--- config.mk ---
export PLATFORM = sky130hd
export DESIGN_NAME = dual_downtimer
export DESIGN_NICKNAME = d
export VERILOG_FILES = /design/src/rtl/dual_downtimer.sv
export SDC_FILE = /design/constraint.sdc
export NUM_CORES = 1
export LEC_CHECK = 0
export ABC_AREA = 1
export BUFFER_PORTS_ARGS = -buffer_cell sky130_fd_sc_hd__buf_2
export CAP_MARGIN = 20
export CORE_MARGIN = 2
export CORE_UTILIZATION = 61
export DETAILED_ROUTE_END_ITERATION = 16
export PLACE_DENSITY_LB_ADDON = 0.1
export RECOVER_POWER = 25
export SLEW_MARGIN = 20
export SYNTH_ARGS = -nofsm -noshare
export SYNTH_HDL_FRONTEND = slang
export SYNTH_SLANG_ARGS = --single-unit
--- constraint.sdc ---
create_clock -name clk -period 6.27 [get_ports clk]
set_clock_uncertainty 0.2 [all_clocks]
set_input_delay 1.881 -clock clk [delete_from_list [all_inputs] [get_ports clk]]
set_output_delay 1.881 -clock clk [all_outputs]
set_load 0.1 [all_outputs]
--- src/rtl/dual_downtimer.sv ---
module dual_downtimer #(
  parameter int ADDR_W = 6,
  parameter int DW     = 32,
  parameter int PRE_W  = 3
) (
  input  logic              clk,
  input  logic              rst_n,
  input  logic              ref_tick,
  input  logic              bus_we,
  input  logic [ADDR_W-1:0] bus_addr,
  input  logic [DW-1:0]     bus_wdata,
  output logic [DW-1:0]     bus_rdata,
  output logic              irq0,
  output logic              irq1
);
  localparam int NT      = 2;
  localparam int PCNT_W  = (1 << PRE_W) - 1;
  localparam int SEL_LSB = 11;
  localparam int DIV_LSB = 19;
  localparam int STAT_STRIDE = 8;
  localparam logic [DW-1:0] CTRL_MASK =
      DW'(32'h0000_000F) | (DW'(2'b11) << SEL_LSB) |
      (((DW'(1) << (NT * PRE_W)) - DW'(1)) << DIV_LSB);
  localparam logic [ADDR_W-1:0] A_CTRL = ADDR_W'(8'h00);
  localparam logic [ADDR_W-1:0] A_STAT = ADDR_W'(8'h04);

  logic [DW-1:0] ctrl_q;
  logic [DW-1:0] cnt_q [NT];
  logic [DW-1:0] rld_q [NT];
  logic [NT-1:0][PCNT_W-1:0] pcnt_q, pmask;
  logic [NT-1:0] stat_q, spent_q, tick, expire, val_wr, rld_wr, en, auto, sel;
  logic [NT-1:0][PRE_W-1:0] div;
  logic stat_wr, ctrl_wr;
  logic [DW-1:0] stat_word;

  assign stat_wr = bus_we && (bus_addr == A_STAT);
  assign ctrl_wr = bus_we && (bus_addr == A_CTRL);

  always_comb begin
    stat_word = '0;
    for (int i = 0; i < NT; i++) begin
      en[i]     = ctrl_q[2*i];
      auto[i]   = ctrl_q[2*i+1];
      sel[i]    = ctrl_q[SEL_LSB+i];
      div[i]    = ctrl_q[DIV_LSB+PRE_W*i +: PRE_W];
      for (int k = 0; k < PCNT_W; k++) pmask[i][k] = (k < int'(div[i]));
      tick[i]   = en[i] && (sel[i] ? ref_tick : ((pcnt_q[i] & pmask[i]) == pmask[i]));
      val_wr[i] = bus_we && (bus_addr == ADDR_W'(8'h14 + 8*i));
      rld_wr[i] = bus_we && (bus_addr == ADDR_W'(8'h10 + 8*i));
      expire[i] = tick[i] && (cnt_q[i] == '0) && (auto[i] || !spent_q[i]) && !val_wr[i];
      stat_word[STAT_STRIDE*i] = stat_q[i];
    end
  end

  always_ff @(posedge clk) begin
    if (!rst_n) begin
      ctrl_q  <= '0;
      stat_q  <= '0;
      spent_q <= '0;
      pcnt_q  <= '0;
      for (int i = 0; i < NT; i++) begin
        cnt_q[i] <= '0;
        rld_q[i] <= '0;
      end
    end else begin
      if (ctrl_wr) ctrl_q <= bus_wdata & CTRL_MASK;
      for (int i = 0; i < NT; i++) begin
        pcnt_q[i] <= (en[i] && !sel[i]) ? pcnt_q[i] + PCNT_W'(1) : '0;
        if (rld_wr[i]) rld_q[i] <= bus_wdata;
        if (val_wr[i])
          cnt_q[i] <= bus_wdata;
        else if (tick[i] && (auto[i] || !spent_q[i])) begin
          if (cnt_q[i] != '0) cnt_q[i] <= cnt_q[i] - DW'(1);
          else if (auto[i])   cnt_q[i] <= rld_q[i];
        end
        if (val_wr[i] || auto[i]) spent_q[i] <= 1'b0;
        else if (expire[i])       spent_q[i] <= 1'b1;
        stat_q[i] <= expire[i] ||
                     (stat_q[i] && !(stat_wr && !bus_wdata[STAT_STRIDE*i]));
      end
    end
  end

  always_comb begin
    bus_rdata = '0;
    if (bus_addr == A_CTRL) bus_rdata = ctrl_q;
    if (bus_addr == A_STAT) bus_rdata = stat_word;
    for (int i = 0; i < NT; i++) begin
      if (bus_addr == ADDR_W'(8'h10 + 8*i)) bus_rdata = rld_q[i];
      if (bus_addr == ADDR_W'(8'h14 + 8*i)) bus_rdata = cnt_q[i];
    end
  end

  assign irq0 = stat_q[0];
  assign irq1 = stat_q[1];
endmodule

== Word level (Yosys, flattened, before mapping) ==
Memories as Yosys holds them, arrays and structs flattened.
Index checks and enable logic that the tools add are counted.

* Add/subtract/negate cells: 4
* Magnitude comparators: 14
* Equal/unequal tests: 7
* Mux-type cells: 51
* Bitwise logic cells: 11
* Reduce and logical (&&, ||, !) cells: 47

{| class="wikitable"
|+ Operator list
! operator !! count
|-
| $mux 32 || 12
|-
| $logic_not 32->1 || 2
|-
| $reduce_bool 32->1 || 2
|-
| $sub 32x1->32 const B || 2
|-
| $mux 25 || 2
|-
| $mux 1 || 37
|-
| $eq 6x5->1 const B || 4
|-
| $logic_and 1x1->1 || 22
|-
| $lt 3x3->1 const A || 6
|-
| $add 7x1->7 const B || 2
|-
| $and 7x7->7 || 2
|-
| $eq 7x7->1 || 2
|-
| $lt 1x3->1 const A || 4
|-
| $lt 2x3->1 const A || 4
|-
| $logic_not 1->1 || 10
|-
| $or 1x1->1 || 8
|-
| $eq 6x3->1 const B || 1
|-
| $logic_not 6->1 || 1
|-
| $logic_or 1x1->1 || 6
|-
| $reduce_and 2->1 || 2
|-
| $reduce_or 2->1 || 2
|-
| $not 1->1 || 1
|}

* Register bits: 30
* Bits in writable memories: 128
* Input port bits: 42
* Memories kept: 2

{| class="wikitable"
|+ Memories
! memory !! depth !! width !! read ports !! clocked after memory_dff !! write ports !! line !! source
|-
| cnt_q || 2 || 32 || 2 || 0 || 2 || 28 || <nowiki>logic [DW-1:0] cnt_q [NT];</nowiki>
|-
| rld_q || 2 || 32 || 2 || 0 || 2 || 29 || <nowiki>logic [DW-1:0] rld_q [NT];</nowiki>
|}

== Longest topological paths before layout ==
Gate-level depths: netlist of the first run.

* Word-level depth: 12
* Gate-level depth with buffers: 15

== Least setup slack after synthesis of the first run ==
No wires, ideal clock.

* Kind: input to output
* Start: input port bus_addr[1]
* End: output port bus_rdata[10]
* Data arrival time: 4.530 ns
* Setup slack: -0.341 ns
* Stages on the path: 4
* Path through: nor2_2 nand3b_1 clkbuf_1 o21ai_0

* Longest elaborated chain between the ends: 6
* Elaborated cells on any way between the ends: 10

{| class="wikitable"
|+ Ends and longest elaborated chain
! what !! line !! source
|-
| start, declared || 10 || <nowiki>input logic [ADDR_W-1:0] bus_addr,</nowiki>
|-
| $eq 6x3->1 || 87 || <nowiki>if (bus_addr == A_STAT) bus_rdata = stat_word;</nowiki>
|-
| $mux 25 || 87 ||
|-
| $mux 32 || 89 || <nowiki>if (bus_addr == ADDR_W'(8'h10 + 8*i)) bus_rdata = rld_q[i];</nowiki>
|-
| $mux 32 || 90 || <nowiki>if (bus_addr == ADDR_W'(8'h14 + 8*i)) bus_rdata = cnt_q[i];</nowiki>
|-
| $mux 32 || 89 ||
|-
| $mux 32 (*) || 90 ||
|-
| end, declared || 12 || <nowiki>output logic [DW-1:0] bus_rdata,</nowiki>
|}

Every way passes the cells marked *; elsewhere a longest branch is shown, timed or not.

== Final worst setup path of the first run ==
* Start: input port bus_addr[4]
* End: output port bus_rdata[24]

* Longest elaborated chain between the ends: 7
* Elaborated cells on any way between the ends: 12

{| class="wikitable"
|+ Ends and longest elaborated chain
! what !! line !! source
|-
| $logic_not 6->1 || 86 || <nowiki>if (bus_addr == A_CTRL) bus_rdata = ctrl_q;</nowiki>
|-
| $mux 25 || 86 ||
|-
| $mux 25 || 87 ||
|-
| $mux 32 || 89 ||
|-
| $mux 32 || 90 ||
|-
| $mux 32 || 89 ||
|-
| $mux 32 (*) || 90 ||
|}

Marked as above.

==> flow_summary.yaml, run 1 <==
outcome:
  outcome: "finished, violations left"
  failed_checks: "max-capacitance violations, max-slew violations"
critical_path:
  path_class: "in -> out"
  path_cells: "clkbuf_1 -> inv_1 -> nor2_1 -> nand3_1 -> clkbuf_1 -> o22ai_1 -> nor3_1 -> o21ai_0 -> buf_12"
  arrival_ps: 3620
  ff2ff_path_depth: 13
  slowest_stage: "clkbuf_1"
  critPathMostFrequentCell: "clkbuf_1"
  reg2reg_slack_ps: 2820
  crit_path_end_kind: "output pin"
  reg2reg_from: "cnt_q[1][0]"
  start_kind: "input pin"
  cp_max_fo: 10
  cpPeakStageDelay_ps: 440
  cp.required_ps: 4190
  r2r_end: "cnt_q[1][24]"
pwr:
  internal-power_mw: 1.791
  power_density_mw_per_mm2: 214.8
  leakage_nw: 4.819
  p_comb_frac: 0.093
  switching_share: 0.2712
  switchingPower_mw: 0.6667
  seq_power_share: 0.495
  clkPwrFrac: 0.412
  ir_worst_vdd_uv: 207.0
placement:
  hpwl_um: 24630
  dp.cells: 1572
  placed_area_mm2: 0.01093
  gp_congestion: 0.9841
  placement.io_buffers: 75
global_route:
  groute.usage.overall: 0.4073
  grt_max_degree: 52
  overflow: 0
  grt_pass1_vias: 8903
  grt_pass1_wl_um: 50530
  antenna_found_initial: 0
floorplanning:
  dieWidth_um: 130.8
  num_rows: 46
  coreArea_mm2: 0.01577
  dieArea_mm2: 0.01710
  initial_core_util: 0.6218
  io_pins: 76
  fp.dieH_um: 130.8
synth:
  synthesis.area_mm2: 0.009806
  yosysWarnings: 0
  yosysTopAreaCell: "edfxtp_1"
  async_reset_ff_frac: 0
  syn_nets: 1350
  synth_top_area_frac: 0.3920
  synth-seq-cells: 158
  ys_seq_area_frac: 0.4532
  synth_area_leaders: "edfxtp_1 (39%), nand2_1 (12%), nor2_1 (12%), dfxtp_1 (6.1%), inv_1 (5.3%)"
  syn-mean-instance-area_um2: 7.520
  synth-edff-count: 128
  netlist_instances: 1304
  synth_ff_type: "edfxtp_1"
  synth.distinct_cells: 47
cts:
  cts-resized-gates: 0
  htreeDepth: 4
  clockBufferDepth: 2
  hold_buffers: 0
  cts.sinks: 158
  clk_latency_ps: 440
  path_clk_slew_ps: 70
  post_cts_buffers: 0
  cts_tree: "yes"
  clockRootBuffer: "clkbuf_16"
  numCtsBuffers: 17
timing:
  grt_setup_unrepaired: "false"
  setup_viol_count_final: 0
  finalHoldViolations: 0
  fmax_mhz: 175.5
  finalMaxSlewViolations: 28
  fin_crit_ps: 5696
  tightestPinTransition_ps: 2676
  slew_headroom: -0.8028
  period_share: 0.9085
min_path:
  hp-class: "reg -> reg"
  hold_path_depth: 2
  min_to: "spent_q[0]"
  hp-start: "spent_q[0]"
cells_and_area:
  diodes: 0
  num-nets-final: 1421
  layout-drive-gt1-share: 0.1052
  final_common_cell: "nand2_1"
  design_area_mm2: 0.01144
  stdcell_count: 1604
  layout_common_cells: "nand2_1 (313), nor2_1 (304), inv_1 (139)"
  area_growth_pct: 16.72
flow_run:
  maxCapViolCount: 2
routing:
  totalWireLength_um: 33480
  detail_route.iter0.violations: 1275
  post-route-drc-count: 0
  antenna_left: 0
  vias_per_cell: 6.017
  routedWlPerCell_um: 20.88
  drtPass1Iterations: 6
  vias: 9651
worst max-delay path by stage:
| stage | from | endpoint | slack [ps] | cells after the start |
|---|---|---|---|---|
| final | bus_addr[4] | bus_rdata[24] | 570 | 9 |
| after global routing | bus_addr[1] | bus_rdata[10] | 370 | 9 |
| after CTS | bus_addr[4] | bus_rdata[12] | 750 | 9 |
| after detailed placement | bus_addr[4] | bus_rdata[12] | 760 | 9 |
| after global placement | bus_addr[1] | bus_rdata[13] | 830 | 8 |
| after floorplan | bus_addr[1] | bus_rdata[10] | -340 | 4 |
synth_stat cells (6+ instances only):
| library cell | n |
|---|---|
| nand2_1 | 313 |
| nor2_1 | 303 |
| inv_1 | 139 |
| edfxtp_1 | 128 |
| nand3_1 | 62 |
| o21ai_0 | 49 |
| a21oi_1 | 35 |
| xor2_1 | 35 |
| dfxtp_1 | 30 |
| clkbuf_1 | 22 |
| xnor2_1 | 22 |
| nand4_1 | 18 |
| a22oi_1 | 17 |
| o21a_1 | 15 |
| buf_2 | 12 |
| nor3_1 | 11 |
| or2_0 | 10 |
| o221ai_1 | 9 |
| or2_1 | 8 |
| inv_2 | 6 |
| nor2_2 | 6 |
layer usage:
layer,part of all wire,vias to the layer above,track usage
li1,-,4368,-
met1,0.37,4422,0.5192
met2,0.46,708,0.6351
met3,0.10,153,0.08021
met4,0.078,0,0.2672
met5,0,-,0
critical path: cells and delay by family:
kind / cells / cell delay, ps
buffers and inverters: 4 / 830
and+or+nand+nor: 3 / 440
AOI/OAI and AO/OA: 2 / 460
registers in the layout, summed over array words and instances (netlist names):
signal / count
cnt_q: 64
rld_q: 64
pcnt_q: 14
ctrl_q: 12
spent_q: 2
stat_q: 2
through the flow:
step | power, mW | hold WS (ps) | utilization | setup slack [ps] | TNS [ps]
final | 2.458 | 254.8 | 0.7257 | 573.5 | 0
after global routing | 2.510 | 276.3 | 0.7257 | 372.6 | 0
after CTS | 2.445 | 253.9 | 0.7290 | 745.5 | 0
after detailed placement | 1.459 | 243.8 | 0.6933 | 758.7 | 0
after global placement | 1.452 | 233.0 | 0.6896 | 826.8 | 0
after floorplan | 1.356 | 226.4 | - | -340.8 | -1022
layout make-up:
cell class                      count  area (um2)
Tap cell                          216       270.3
Sequential cell                   158        4444
Multi-Input combinational cell    956        4594
Clock inverter                     12       95.09
Inverter                          146       548.0
Fill cell                        1311        4325
Timing Repair Buffer               96        1025
Clock buffer                       20       467.9
cells by family (layout without fill, tap and decap cells):
| group | Yosys count | after routing | share of synthesized area |
|---|---|---|---|
| XOR/XNOR | 57 | 57 | 0.05091 |
| buffers and inverters | 190 | 274 | 0.07847 |
| adder cells (fa/ha/maj) | 4 | 4 | 0.005104 |
| flip-flops | 158 | 158 | 0.4532 |
| AND/OR/NAND/NOR | 749 | 749 | 0.3205 |
| AO/OA/AOI/OAI | 146 | 146 | 0.09175 |
power by group through the flow:
stage | Combinational (mW) | Sequential, mW | Clock [mW]
after global routing | 0.244 | 1.22 | 1.05
after global placement | 0.216 | 1.24 | 0
after CTS | 0.225 | 1.21 | 1.01
final | 0.227 | 1.22 | 1.01
after detailed placement | 0.223 | 1.24 | 0
after floorplan | 0.138 | 1.22 | 0
(Power assumes the default switching activity.)
==> run 2: changes to the inputs <==
--- a/config.mk
+++ b/config.mk
@@ -11,6 +11,8 @@
 export CORE_MARGIN = 2
 export CORE_UTILIZATION = 61
 export DETAILED_ROUTE_END_ITERATION = 16
+export GPL_ROUTABILITY_DRIVEN = 0
+export MAX_ROUTING_LAYER = met4
 export PLACE_DENSITY_LB_ADDON = 0.1
 export RECOVER_POWER = 25
 export SLEW_MARGIN = 20
==> constraint.sdc (replaced) <==
create_clock -name clk -period 6.27 [get_ports clk]
set_clock_uncertainty 0.2 [all_clocks]
set_input_delay 0.627 -clock clk [delete_from_list [all_inputs] [get_ports clk]]
set_output_delay 0.627 -clock clk [all_outputs]
set_load 0.1 [all_outputs]
==> run 2 against run 1 <==
Effect of this change: count of clock-buffer cells in the layout down 2; register-to-register slack worse by 380 ps; hold slack worse by 1.4 ps; the flow still finishes with violations (max-capacitance violations, max-slew violations).
==> flow_summary.yaml, run 2 (synthesized netlist as in run 1, its figures left out) <==
outcome:
  outcome: "finished, violations left"
  failed_checks: "max-capacitance violations, max-slew violations"
cts:
  numCtsBuffers: 17
  clockRootBuffer: "clkbuf_16"
  cts.sinks: 158
  path_clk_slew_ps: 60
  clk_latency_ps: 440
  post_cts_buffers: 0
  hold_buffers: 0
  clockBufferDepth: 2
  cts_tree: "yes"
  htreeDepth: 4
  cts-resized-gates: 0
min_path:
  hp-class: "reg -> reg"
routing:
  totalWireLength_um: 32630
  routedWlPerCell_um: 20.46
  vias: 9536
  drtPass1Iterations: 5
  detail_route.iter0.violations: 1456
  post-route-drc-count: 0
  antenna_left: 0
  vias_per_cell: 5.979
global_route:
  overflow: 0
  grt_pass1_wl_um: 49590
  antenna_found_initial: 0
  groute.usage.overall: 0.4117
  grt_max_degree: 53
  grt_pass1_vias: 8706
timing:
  slew_headroom: -0.6606
  fin_setup_tns_ps: 0
  setup_viol_count_final: 0
  tightestPinTransition_ps: 2491
  fmax_mhz: 211.9
  finalMaxSlewViolations: 66
  period_share: 0.7527
  finalHoldViolations: 0
  fin_crit_ps: 4719
  grt_setup_unrepaired: "false"
floorplanning:
  io_pins: 76
  dieWidth_um: 130.8
  initial_core_util: 0.6218
  dieArea_mm2: 0.01710
  num_rows: 46
  coreArea_mm2: 0.01577
  fp.dieH_um: 130.8
pwr:
  power_density_mw_per_mm2: 228.6
  leakage_nw: 4.671
  total_power_mw: 2.497
  ir_worst_vdd_uv: 169.0
cells_and_area:
  layout-drive-gt1-share: 0.09935
  area_growth_pct: 11.37
  diodes: 0
  reg_top3: "cnt_q: 64 flops, rld_q: 64 flops, pcnt_q: 14 flops"
  num-nets-final: 1412
  layout_common_cells: "nand2_1 (313), nor2_1 (305), inv_1 (139)"
  final_common_cell: "nand2_1"
critical_path:
  crit_path_end_kind: "output pin"
  path_class: "in -> out"
  cp_max_fo: 21
  cp.required_ps: 5440
  start_kind: "input pin"
  arrival_ps: 3890
placement:
  hpwl_um: 22610
  placement.io_buffers: 75
flow_run:
  maxCapViolCount: 2
==> run 2: changes by cell type in the layout (fill, tap and decap cells not counted), sizes merged <==
cell	previous run	this run
clkinv	3	5
clkbuf	27	25
buf	89	80
inv	155	147
bufinv	0	3
clkinvlp	0	5
==> run 2: path summary, 6_finish.rpt <==
path,slack (ps),to,depth (start not counted),startpoint
worst min-delay path,250,spent_q[0],2,spent_q[0]
worst max-delay path,1550,bus_rdata[9],11,bus_addr[4]
worst max register to register,2440,cnt_q[0][22],12,cnt_q[0][0]
worst min register to register,250,spent_q[0],2,spent_q[0]
==> run 2: stage by stage <==
step / cell area [um2] / setup slack [ps] / util / instances / hold WS [ps]
global route: 10920 / 1634 / 0.6925 / 1595 / 291.3
detailed placement: 10350 / 2187 / 0.6563 / 1563 / 246.2
finish: 10920 / 1551 / 0.6925 / 1595 / 253.5
CTS: 10950 / 2322 / 0.6941 / 1595 / 255.5
global placement: 10350 / 2278 / 0.6563 / 1563 / 234.9
floorplan: 9806 / 2007 / - / 1304 / 226.4
==> run 2: worst max-delay path: stages <==
cell and delay [ps]:
buf_2 110, inv_1 50, nor2_1 60, nand4_1 70, clkbuf_1 1070, inv_1 880, a21oi_1 290, o21ai_0 160
o21ai_0 110, o21ai_0 130, buf_2 310
==> run 2: cell type report <==
class / instances / area, um2
fillers: 1401 / 4850
multi-input cells: 956 / 4614
flip-flops and latches: 158 / 4444
inverters: 146 / 548.0
repair buffers: 87 / 446.7
clock buffers: 18 / 429.2
well taps: 216 / 270.3
clock inverters: 14 / 167.7
==> run 2: layer usage <==
layer	part of all wire	vias up	wire length [um]	global-route usage
met4	0.076	0	2496	0.2591
met2	0.44	657	14220	0.6066
li1	-	4346	-	-
met5	0	-	0	-
met3	0.11	140	3734	0.1002
met1	0.37	4393	12180	0.5105
==> run 2: where the power goes <==
part	internal (mW)	switching (mW)
combinational	0.0528	0.157
sequential	1.17	0.0431
clock	0.625	0.443
total	1.85	0.644
